File: src/rtl/rp_pkg.sv
package rp_pkg;

    localparam int HOST_W = 16;
    localparam int IDX_W  = 8;

    typedef logic [IDX_W-1:0]  idx_t;
    typedef logic [HOST_W-1:0] word_t;

    typedef enum logic [1:0] {
        OP_NONE,
        OP_INDEX,
        OP_WRITE,
        OP_READ
    } host_op_e;

    typedef struct packed {
        host_op_e op;
        word_t    val;
    } host_acc_t;

    localparam idx_t IX_REV    = 8'h00;
    localparam idx_t IX_CFG    = 8'h02;
    localparam idx_t IX_PLL    = 8'h04;
    localparam idx_t IX_LCD    = 8'h28;
    localparam idx_t IX_HDIV   = 8'h2a;
    localparam idx_t IX_HGT_LO = 8'h2e;
    localparam idx_t IX_HGT_HI = 8'h30;
    localparam idx_t IX_FPTR   = 8'h58;
    localparam idx_t IX_FDAT   = 8'h5a;
    localparam idx_t IX_OWX_LO = 8'h7c;
    localparam idx_t IX_OWX_HI = 8'h7e;
    localparam idx_t IX_PIX    = 8'h90;
    localparam idx_t IX_GPTR   = 8'hb6;
    localparam idx_t IX_GDAT   = 8'hb8;
    localparam idx_t IX_NDS    = 8'he8;
    localparam idx_t IX_IRQ    = 8'hf6;
    localparam idx_t IX_PDN    = 8'hf8;

    localparam word_t REV_CODE  = 16'h00a5;
    localparam word_t CFG_CODE  = 16'h0083;
    localparam logic [7:0] NDS_MASK  = 8'h1b;
    localparam logic [7:0] NDS_FIXED = 8'h20;

    function automatic logic idx_streams(idx_t i);
        return (i == IX_PIX) || (i == IX_FDAT) || (i == IX_GDAT);
    endfunction

    function automatic logic idx_known(idx_t i);
        case (i)
            IX_REV, IX_CFG, IX_PLL, IX_LCD, IX_HDIV, IX_HGT_LO, IX_HGT_HI,
            IX_FPTR, IX_FDAT, IX_OWX_LO, IX_OWX_HI, IX_PIX, IX_GPTR,
            IX_GDAT, IX_NDS, IX_IRQ, IX_PDN: return 1'b1;
            default: return 1'b0;
        endcase
    endfunction

    function automatic logic [9:0] put_low(logic [9:0] cur, word_t v);
        return {cur[9:8], v[7:0]};
    endfunction

    function automatic logic [9:0] put_high(logic [9:0] cur, word_t v);
        return {v[1:0], cur[7:0]};
    endfunction

endpackage

File: src/rtl/rp_index.sv
module rp_index
    import rp_pkg::*;
(
    input  logic      clk,
    input  logic      rst,
    input  host_acc_t acc,
    output idx_t      idx
);
    localparam idx_t WR_STEP = idx_t'(2);
    localparam idx_t RD_STEP = idx_t'(1);

    idx_t idx_q;

    always_ff @(posedge clk) begin
        if (rst) begin
            idx_q <= '0;
        end else begin
            case (acc.op)
                OP_INDEX: idx_q <= acc.val[IDX_W-1:0];
                OP_WRITE: if (!idx_streams(idx_q)) idx_q <= idx_q + WR_STEP;
                OP_READ:  idx_q <= idx_q + RD_STEP;
                default:  idx_q <= idx_q;
            endcase
        end
    end

    assign idx = idx_q;
endmodule

File: src/rtl/rp_ptr_table.sv
module rp_ptr_table
    import rp_pkg::*;
#(
    parameter int DEPTH    = 32,
    parameter int DW       = 8,
    parameter bit SATURATE = 1'b1
) (
    input  logic          clk,
    input  logic          rst,
    input  logic          set_ptr,
    input  word_t         set_val,
    input  logic          acc_rd,
    input  logic          acc_wr,
    input  logic [DW-1:0] wdata,
    output logic [DW-1:0] rdata,
    output word_t         ptr_rd
);
    localparam int AW = $clog2(DEPTH);
    localparam int PW = SATURATE ? AW + 1 : AW;

    logic [PW-1:0] ptr_q;
    logic [DW-1:0] mem [DEPTH];
    logic [AW-1:0] addr;
    logic          in_range;

    assign addr = ptr_q[AW-1:0];

    generate
        if (SATURATE) begin : g_sat
            localparam logic [PW-1:0] LIMIT = PW'(DEPTH);
            assign in_range = (ptr_q < LIMIT);
        end else begin : g_wrap
            assign in_range = 1'b1;
        end
    endgenerate

    always_ff @(posedge clk) begin
        if (rst) begin
            ptr_q <= '0;
        end else if (set_ptr) begin
            ptr_q <= PW'(set_val[AW-1:0]);
        end else if ((acc_rd || acc_wr) && in_range) begin
            ptr_q <= ptr_q + PW'(1);
        end
    end

    always_ff @(posedge clk) begin
        if (acc_wr && in_range) begin
            mem[addr] <= wdata;
        end
    end

    assign rdata  = in_range ? mem[addr] : '0;
    assign ptr_rd = HOST_W'(ptr_q);
endmodule

File: src/rtl/rp_regfile.sv
module rp_regfile
    import rp_pkg::*;
#(
    parameter int GAMMA_DEPTH = 256,
    parameter int FILT_DEPTH  = 32,
    parameter int IRQ_W       = 8
) (
    input  logic             clk,
    input  logic             rst,
    input  idx_t             idx,
    input  host_acc_t        acc,
    input  logic [IRQ_W-1:0] irq_set,
    output word_t            rd_val,
    output logic             unk,
    output logic             pix_hit
);
    localparam int TW = 8;

    logic wr, rd;
    assign wr = (acc.op == OP_WRITE);
    assign rd = (acc.op == OP_READ);

    logic [6:0]       pll_q;
    logic [7:0]       lcd_q, hdiv_q, nds_q, pdn_q;
    logic [9:0]       hgt_q, owx_q;
    logic [IRQ_W-1:0] irq_q;

    logic [TW-1:0] g_rdata, f_rdata;
    word_t         g_ptr, f_ptr;

    rp_ptr_table #(.DEPTH(GAMMA_DEPTH), .DW(TW), .SATURATE(1'b0)) u_gamma (
        .clk     (clk),
        .rst     (rst),
        .set_ptr (wr && idx == IX_GPTR),
        .set_val (acc.val),
        .acc_rd  (rd && idx == IX_GDAT),
        .acc_wr  (wr && idx == IX_GDAT),
        .wdata   (acc.val[TW-1:0]),
        .rdata   (g_rdata),
        .ptr_rd  (g_ptr)
    );

    rp_ptr_table #(.DEPTH(FILT_DEPTH), .DW(TW), .SATURATE(1'b1)) u_filt (
        .clk     (clk),
        .rst     (rst),
        .set_ptr (wr && idx == IX_FPTR),
        .set_val (acc.val),
        .acc_rd  (rd && idx == IX_FDAT),
        .acc_wr  (wr && idx == IX_FDAT),
        .wdata   (acc.val[TW-1:0]),
        .rdata   (f_rdata),
        .ptr_rd  (f_ptr)
    );

    always_ff @(posedge clk) begin
        if (rst) begin
            pll_q  <= 7'd9;
            lcd_q  <= 8'h74;
            hdiv_q <= 8'd1;
            hgt_q  <= 10'd1;
            owx_q  <= '0;
            nds_q  <= '0;
            pdn_q  <= 8'hff;
        end else if (wr) begin
            case (idx)
                IX_PLL:    pll_q  <= 7'(acc.val[5:0]) + 7'd1;
                IX_LCD:    lcd_q  <= acc.val[7:0];
                IX_HDIV:   hdiv_q <= acc.val[7:0];
                IX_HGT_LO: hgt_q  <= put_low(hgt_q, acc.val);
                IX_HGT_HI: hgt_q  <= put_high(hgt_q, acc.val);
                IX_OWX_LO: owx_q  <= put_low(owx_q, acc.val);
                IX_OWX_HI: owx_q  <= put_high(owx_q, acc.val);
                IX_NDS:    nds_q  <= acc.val[7:0] & NDS_MASK;
                IX_PDN:    pdn_q  <= acc.val[7:0];
                default:   ;
            endcase
        end
    end

    always_ff @(posedge clk) begin
        if (rst) begin
            irq_q <= '0;
        end else if (wr && idx == IX_IRQ) begin
            irq_q <= (irq_q & acc.val[IRQ_W-1:0]) | irq_set;
        end else begin
            irq_q <= irq_q | irq_set;
        end
    end

    always_comb begin
        rd_val = '0;
        case (idx)
            IX_REV:    rd_val = REV_CODE;
            IX_CFG:    rd_val = CFG_CODE;
            IX_PLL:    rd_val = {8'h00, 2'b10, 6'(pll_q - 7'd1)};
            IX_LCD:    rd_val = HOST_W'(lcd_q);
            IX_HDIV:   rd_val = HOST_W'(hdiv_q);
            IX_HGT_LO: rd_val = HOST_W'(hgt_q[7:0]);
            IX_HGT_HI: rd_val = HOST_W'(hgt_q[9:8]);
            IX_OWX_LO: rd_val = HOST_W'(owx_q[7:0]);
            IX_OWX_HI: rd_val = HOST_W'(owx_q[9:8]);
            IX_FPTR:   rd_val = f_ptr;
            IX_FDAT:   rd_val = HOST_W'(f_rdata);
            IX_GPTR:   rd_val = g_ptr;
            IX_GDAT:   rd_val = HOST_W'(g_rdata);
            IX_NDS:    rd_val = HOST_W'(nds_q | NDS_FIXED);
            IX_IRQ:    rd_val = HOST_W'(irq_q);
            IX_PDN:    rd_val = HOST_W'(pdn_q);
            default:   rd_val = '0;
        endcase
    end

    assign unk     = (wr || rd) && !idx_known(idx);
    assign pix_hit = wr && (idx == IX_PIX);
endmodule

File: src/rtl/regport_host.sv
module regport_host
    import rp_pkg::*;
#(
    parameter int GAMMA_DEPTH = 256,
    parameter int FILT_DEPTH  = 32,
    parameter int IRQ_W       = 8
) (
    input  logic              clk,
    input  logic              rst,
    input  logic              host_valid,
    input  logic              host_dc,
    input  logic              host_we,
    input  logic [15:0]       host_wdata,
    input  logic [IRQ_W-1:0]  irq_set,
    output logic              rd_valid,
    output logic [15:0]       rd_data,
    output logic              pix_stb,
    output logic [15:0]       pix_data,
    output logic              idx_err
);
    host_acc_t acc;
    idx_t      cur_idx;
    word_t     rd_val;
    logic      unk, pix_hit;

    always_comb begin
        acc.val = host_wdata;
        if (!host_valid)   acc.op = OP_NONE;
        else if (!host_dc) acc.op = OP_INDEX;
        else if (host_we)  acc.op = OP_WRITE;
        else               acc.op = OP_READ;
    end

    rp_index u_index (
        .clk (clk),
        .rst (rst),
        .acc (acc),
        .idx (cur_idx)
    );

    rp_regfile #(
        .GAMMA_DEPTH (GAMMA_DEPTH),
        .FILT_DEPTH  (FILT_DEPTH),
        .IRQ_W       (IRQ_W)
    ) u_regs (
        .clk     (clk),
        .rst     (rst),
        .idx     (cur_idx),
        .acc     (acc),
        .irq_set (irq_set),
        .rd_val  (rd_val),
        .unk     (unk),
        .pix_hit (pix_hit)
    );

    always_ff @(posedge clk) begin
        if (rst) begin
            rd_valid <= 1'b0;
            rd_data  <= '0;
            pix_stb  <= 1'b0;
            pix_data <= '0;
            idx_err  <= 1'b0;
        end else begin
            rd_valid <= (acc.op == OP_READ);
            rd_data  <= (acc.op == OP_READ) ? rd_val : '0;
            pix_stb  <= pix_hit;
            if (pix_hit) pix_data <= acc.val;
            idx_err  <= unk;
        end
    end
endmodule

File: config.mk
export PLATFORM = sky130hd
export DESIGN_NAME = regport_host
export DESIGN_NICKNAME = d
export VERILOG_FILES = /design/src/rtl/rp_pkg.sv /design/src/rtl/rp_index.sv /design/src/rtl/rp_ptr_table.sv /design/src/rtl/rp_regfile.sv /design/src/rtl/regport_host.sv
export SDC_FILE = /design/constraint.sdc
export NUM_CORES = 2
export LEC_CHECK = 0
export BUFFER_PORTS_ARGS = -buffer_cell sky130_fd_sc_hd__buf_2
export CORE_ASPECT_RATIO = 0.9
export CORE_MARGIN = 4
export CORE_UTILIZATION = 40
export CTS_CLUSTER_SIZE = 10
export DETAILED_ROUTE_END_ITERATION = 7
export GPL_ROUTABILITY_DRIVEN = 0
export GPL_TIMING_DRIVEN = 1
export SYNTH_ARGS = -nofsm -noshare
export SYNTH_HDL_FRONTEND = slang
export SYNTH_HIERARCHICAL = 1
export SYNTH_SLANG_ARGS = --single-unit
File: constraint.sdc
create_clock -name clk -period 4.2 [get_ports clk]
set_clock_uncertainty 0.15 [all_clocks]
set_input_delay 0.63 -clock clk [delete_from_list [all_inputs] [get_ports clk]]
set_output_delay 0.63 -clock clk [all_outputs]
set_load 0.03 [all_outputs]
After elaboration in Yosys (flattened, before gate mapping)
Memory sizes are Yosys's and may differ from the RTL's. A register that Yosys moved wholly into a read port is not among the register bits.
Cells that the tools add are included.
Operators by class
  add/sub/neg operators: 6
  $mul: 0
  div/mod/pow operators: 0
  order comparisons: 1
  eq/ne operators: 20
  shift-type cells: 0
  mux-type cells: 23
  bitwise operators: 8
  reduce and logical (&&, ||, !) cells: 34
Operators with widths (number)
  one-hot mux 8 bit (16 select lines): 1
  2-to-1 mux 8 bit: 7
  equality test 8 bit, second input constant: 6
  one-hot mux 10 bit (2 select lines): 2
  equality test 8 x 6 -> 1 bit, second input constant: 4
  equality test 8 x 7 -> 1 bit, second input constant: 4
  one-hot mux 8 bit (3 select lines): 1
  2-to-1 mux 5 bit: 4
  OR reduction 17 bit: 1
  adder 8 x 1 -> 8 bit, second input constant: 2
  OR 8 bit: 2
  adder 6 x 1 -> 6 bit, second input constant: 2
  AND reduction 2 bit: 6
  AND reduction 3 bit: 4
  logical AND 1 bit: 11
  adder 8 x 2 -> 8 bit, second input constant: 1
  bitwise AND 8 bit: 1
  equality test 8 x 2 -> 1 bit, second input constant: 1
  equality test 8 x 3 -> 1 bit, second input constant: 1
  zero test 8 bit: 1
  < comparator 6 bit, second input constant: 1
  2-to-1 mux 1 bit: 6
  subtractor 6 x 1 -> 6 bit, second input constant: 1
  logical OR 1 bit: 5
  9 further kinds: 17
Word-level totals
  flip-flop bits (word level): 119
  latch bits: 0
  RAM bits: 2304
  memory bits (read-only): 0
  input bits: 29
  output and inout port bits: 35
  logic and storage cells: 113
  memories kept: 2
Memory list
  u_regs.u_gamma.mem: depth 256, bits a word 8, rd ports 1, clocked after memory_dff 1, write ports 1, RTL line rp_ptr_table.sv:22  | logic [DW-1:0] mem [DEPTH];
  u_regs.u_filt.mem: depth 32, bits a word 8, rd ports 1, clocked after memory_dff 1, write ports 1, RTL line rp_ptr_table.sv:22

Depth between registers and ports, before layout
  depth in word-level cells: 11
  depth in mapped cells: 17
  depth with buffers taken out: 11

Hierarchy
Netlist, hierarchy kept.
Modules (own cells, without submodules)
  rp_ptr_table (u_regs.u_gamma): times used 1, cells each 3796, area each 80631.1 µm², seq. area each 61819.3 µm²
  rp_ptr_table (u_regs.u_filt): times used 1, cells each 519, area each 10702.8 µm², seq. area each 7907.6 µm²
  rp_regfile: times used 1, cells each 444, area each 3706.1 µm², seq. area each 1241.2 µm²
  regport_host: times used 1, cells each 93, area each 1111.1 µm², seq. area each 700.7 µm²
  rp_index: times used 1, cells each 85, area each 698.2 µm², seq. area each 160.2 µm²

Worst setup path after synthesis
OpenSTA, ideal clock, no wires.
  kind: in2reg
  start point: in host_we
  end point: mem u_regs.u_gamma.mem[236][0] (enable)
  arrival time: 2.703 ns
  required time: 3.680 ns
  path slack: 0.977 ns
  stages: 9
  cells stage by stage: a21boi_0 nor2b_1 nand2_1 nor2_1 clkbuf_1 buf_1 nand3_1 clkbuf_1 nor2_1
Between the ends
  longest elaborated chain between the ends: 7
RTL lines
  start, declared: RTL line regport_host.sv:12  | input logic host_we,
  2-to-1 mux 1 bit: RTL line regport_host.sv:30  | else if (host_we) acc.op = OP_WRITE;
  2-to-1 mux 2 bit: RTL line regport_host.sv:29  | else if (!host_dc) acc.op = OP_INDEX;
  2-to-1 mux 2 bit: RTL line regport_host.sv:28  | if (!host_valid) acc.op = OP_NONE;
  equality test 2 bit: RTL line rp_regfile.sv:20  | assign wr = (acc.op == OP_WRITE);
  logical AND 1 bit: RTL line rp_regfile.sv:37  | .acc_wr (wr && idx == IX_GDAT),
  2-to-1 mux 1 bit: RTL line rp_ptr_table.sv:48  | if (acc_wr && in_range) begin
  2-to-1 mux 1 bit (implied by the code): RTL line rp_ptr_table.sv:49  | mem[addr] <= wdata;
  end, declared: RTL line rp_ptr_table.sv:22
No other way between the ends.

==> flow_metrics.py <==
metrics = {
    "power_and_ir_drop": {
        "p_leak_nw": 35.3,
        "power.density_nw_per_um2": 436,
        "finalPower_mw": 49.2,
        "peakVddDrop_v": 0.000424,
    },
    "timing": {
        "timing.fmax_mhz": 242,
        "slew_violations": 0,
        "setup_violations": 0,
        "timing.final.crit_share_pct": 98.2,
        "tightest_slew_ns": 1.26,
        "hold_viol": 0,
        "fin_crit_ns": 4.12,
        "relSlewSlack_pct": 16.3,
    },
    "die": {
        "io_pins": 64,
        "dieArea_sq_um": 250000,
        "initial_core_util_pct": 40.2,
        "rows": 171,
        "core_region_area_sq_um": 241000,
        "die_h_um": 475,
        "die_x_um": 527,
    },
    "logic_synthesis": {
        "syn_area_sq_um": 96800,
        "synth.avg_cell_area_sq_um": 19.6,
        "synth_seq_cells": 2436,
        "synth.area.top_cells": "edfxtp_1, mux4_2, dfxtp_1",
        "synth_edf_count": 2304,
        "synth.distinct_cells": 99,
        "syn_inst": 4937,
        "synth_ff_type": "edfxtp_1",
        "ys_seq_area_share_pct": 74.2,
        "synth_commonest_cells": "edfxtp_1, mux4_2, nor2_1, mux2i_1, dfxtp_1",
        "synth.most_common_cell": "edfxtp_1",
        "yosys.area.top_type": "edfxtp_1",
        "async_flop_share_pct": 0,
        "synth.top_cell.area_share_pct": 71.4,
        "yosys_warnings": 6,
    },
    "grt": {
        "globalRouteTotalUtil_pct": 19.9,
        "antenna_found_initial": 6,
        "grt_pass1_vias": 51000,
        "overflow": 0,
        "grt_max_degree": 138,
        "grt_pass1_wl_mm": 366,
    },
    "clock_network": {
        "cts-root-buf": "clkbuf_16",
        "clkSinkCount": 2436,
        "clock_path_buffers": 4,
        "cts_buffers": 297,
        "cts_tree": "yes",
        "clkTransAtPathRegs_ns": 0.06,
        "clock_latency_ns": 0.91,
        "htreeDepth": 5,
    },
    "finish": {
        "fillCellCount": 19900,
        "finalInstanceArea_sq_um": 113000,
        "area_delta_synth_final_pct": 16.4,
        "layout-drive-gt1-share_pct": 27.1,
        "instances_no_fill": 8905,
        "fin_nets": 5672,
        "multiInputGateArea_sq_um": 22900,
        "final_util_pct": 46.8,
        "regArea_sq_um": 71800,
    },
    "critical_path": {
        "reg2reg_slack_ns": 0.08,
        "cp-end-kind": "register",
        "worstSetupPathType": "register to register",
        "worstPathArrival_ns": 4.78,
        "crit_fanout": 12,
        "worstSetupStartpointType": "register",
        "cp.required_ns": 4.86,
        "crit_path_end": "rd_data[7]$_SDFF_PP0_",
        "crit-reg2reg-capture": "rd_data[7]$_SDFF_PP0_",
        "rr_worst_depth": 14,
    },
    "status": {
        "status": "finished, final reports clean",
    },
    "placement": {
        "dpl.cell_count": 8489,
        "place_area_sq_um": 104000,
        "port_buffers": 63,
        "dpl.hpwl_mm": 161,
    },
    "job": {
        "maxCapViolations": 0,
    },
    "drt": {
        "antenna_left": 0,
        "avgRoutedWirePerCell_um": 28.4,
        "dr_total_vias": 51500,
        "dr.pass1.iters": 6,
        "route.detailed.drc": 0,
        "drt_iter0_markers": 6204,
        "via_per_inst": 5.79,
        "wl_mm": 253,
    },
    "worst_hold_path": {
        "hp-class": "input port to register",
    },
}
==> final cells by class <==
class,instances,area share [%]
Antenna cell,2,0.00444
Clock inverter,13,0.0988
Clock buffer,360,6.93
Multi-Input combinational cell,2171,20.3
Timing Repair Buffer,695,5.25
Tap cell,3200,3.55
Sequential cell,2436,63.7
Inverter,28,0.0932
==> logic make-up (layout without fill, tap and decap cells) <==
logic type                 count (synthesis)  in the layout  share of synthesized area (%)
muxes                                    782            782                           15.1
other                                      2             20                        0.00775
adders and majority gates                 14             14                          0.181
and+or+nand+nor                          803            803                           3.90
buffers and inverters                    346           1096                           2.47
DFF                                     2436           2436                           74.2
AOI/OAI and AO/OA                        531            531                           4.00
xor gates and xnor gates                  23             23                          0.208
==> layer usage <==
metal	share of wire, %	GRT usage, %	wire (um)	vias up
li1	-	-	-	21600
met1	42	28.8	107000	27200
met2	46	30.5	117000	2370
met3	8.4	3.94	21200	405
met4	3.2	6.53	8020	0
met5	0	0	0	-
==> registers in the layout (all words and copies together), names as in the netlist, named ones only <==
name	count
u_regs/u_filt/ptr_q	6
u_regs/irq_q	8
u_regs/hgt_q	10
idx_err	1
rd_data	16
u_regs/lcd_q	8
u_regs/u_filt/mem	256
u_regs/pll_q	6
u_regs/u_gamma/mem	2048
rd_valid	1
u_regs/hdiv_q	8
u_index/idx	8
u_regs/nds_q	4
u_regs/u_gamma/addr	8
u_regs/pdn_q	8
pix_stb	1
pix_data	16
u_regs/owx_q	10
==> timing repair <==
item                                    CTS  global route
endpoints found under the setup margin    7             7
pin swaps                                 4             5
hold endpoints to repair                 40             0
hold buffers                             19             0
setup buffers                             7            11
resized for setup                        26            32
gates cloned                              1             4
==> worst max-delay path, stage by stage, from the launching register on <==
cell and delay [ns]:
dfxtp_4 0.47, buf_4 0.16, buf_12 0.18, buf_16 0.17
mux4_1 0.58, mux4_2 0.62, nor2_4 0.14, a311oi_1 0.10
a311oi_1 0.44, nor4_2 0.14, a22oi_2 0.22, o22ai_1 0.12
a311oi_1 0.23, o211ai_1 0.15, and2_1 0.16
==> worst min-delay path by stage <==
| stage | startpoint | endpoint | depth (start not counted) |
|---|---|---|---|
| final | host_wdata[7] | u_regs/u_gamma/mem[50][7]$_DFFE_PP_ | 1 |
| after global placement | u_regs/lcd_q[0]$_SDFFE_PP0P_ | u_regs/lcd_q[0]$_SDFFE_PP0P_ | 2 |
| after detailed placement | u_regs/lcd_q[1]$_SDFFE_PP0P_ | u_regs/lcd_q[1]$_SDFFE_PP0P_ | 2 |
| after global routing | host_wdata[7] | u_regs/u_gamma/mem[184][7]$_DFFE_PP_ | 1 |
| after CTS | host_dc | rd_data[1]$_SDFF_PP0_ | 3 |
| after floorplan | u_regs/hdiv_q[0]$_SDFFE_PP1P_ | u_regs/hdiv_q[0]$_SDFFE_PP1P_ | 1 |
==> through the flow <==
step,setup WS [ns],hold WS [ns],TNS [ns]
after floorplan,0.977,0.285,0
after global placement,-0.580,0.291,-1.92
after detailed placement,-0.584,0.298,-2.34
after CTS,0.0100,0.0285,0
after global routing,-0.00164,0.0630,-0.00164
final,0.0756,0.0789,0
==> layout by cell type, fill, tap and decap left out, types with 14 or more instances in the layout <==
master / count
clkbuf_1: 56
buf_4: 557
o22ai_1: 38
a22oi_1: 51
nand3_1: 53
clkbuf_16: 308
buf_2: 54
nor2_1: 408
edfxtp_1: 2304
dfxtp_1: 124
a211oi_1: 33
a21oi_1: 92
o21ai_0: 56
buf_12: 41
mux4_2: 459
ha_1: 14
o221ai_1: 45
nand4_1: 14
mux4_1: 62
a211o_1: 16
mux2i_1: 248
a22o_1: 46
nor3_1: 25
conb_1: 18
dlygate4sd3_1: 19
and2_1: 26
a221oi_1: 37
nor2b_1: 34
nand2_1: 125
inv_1: 22
==> report_power, final <==
part | switching (mW) | total [mW] | internal, mW
sequential | 0.0233 | 26.6 | 26.6
combinational | 0.567 | 0.714 | 0.148
clock | 8.94 | 21.9 | 12.9
total | 9.53 | 49.2 | 39.7
No activity file was read; power rests on OpenSTA's default activity.
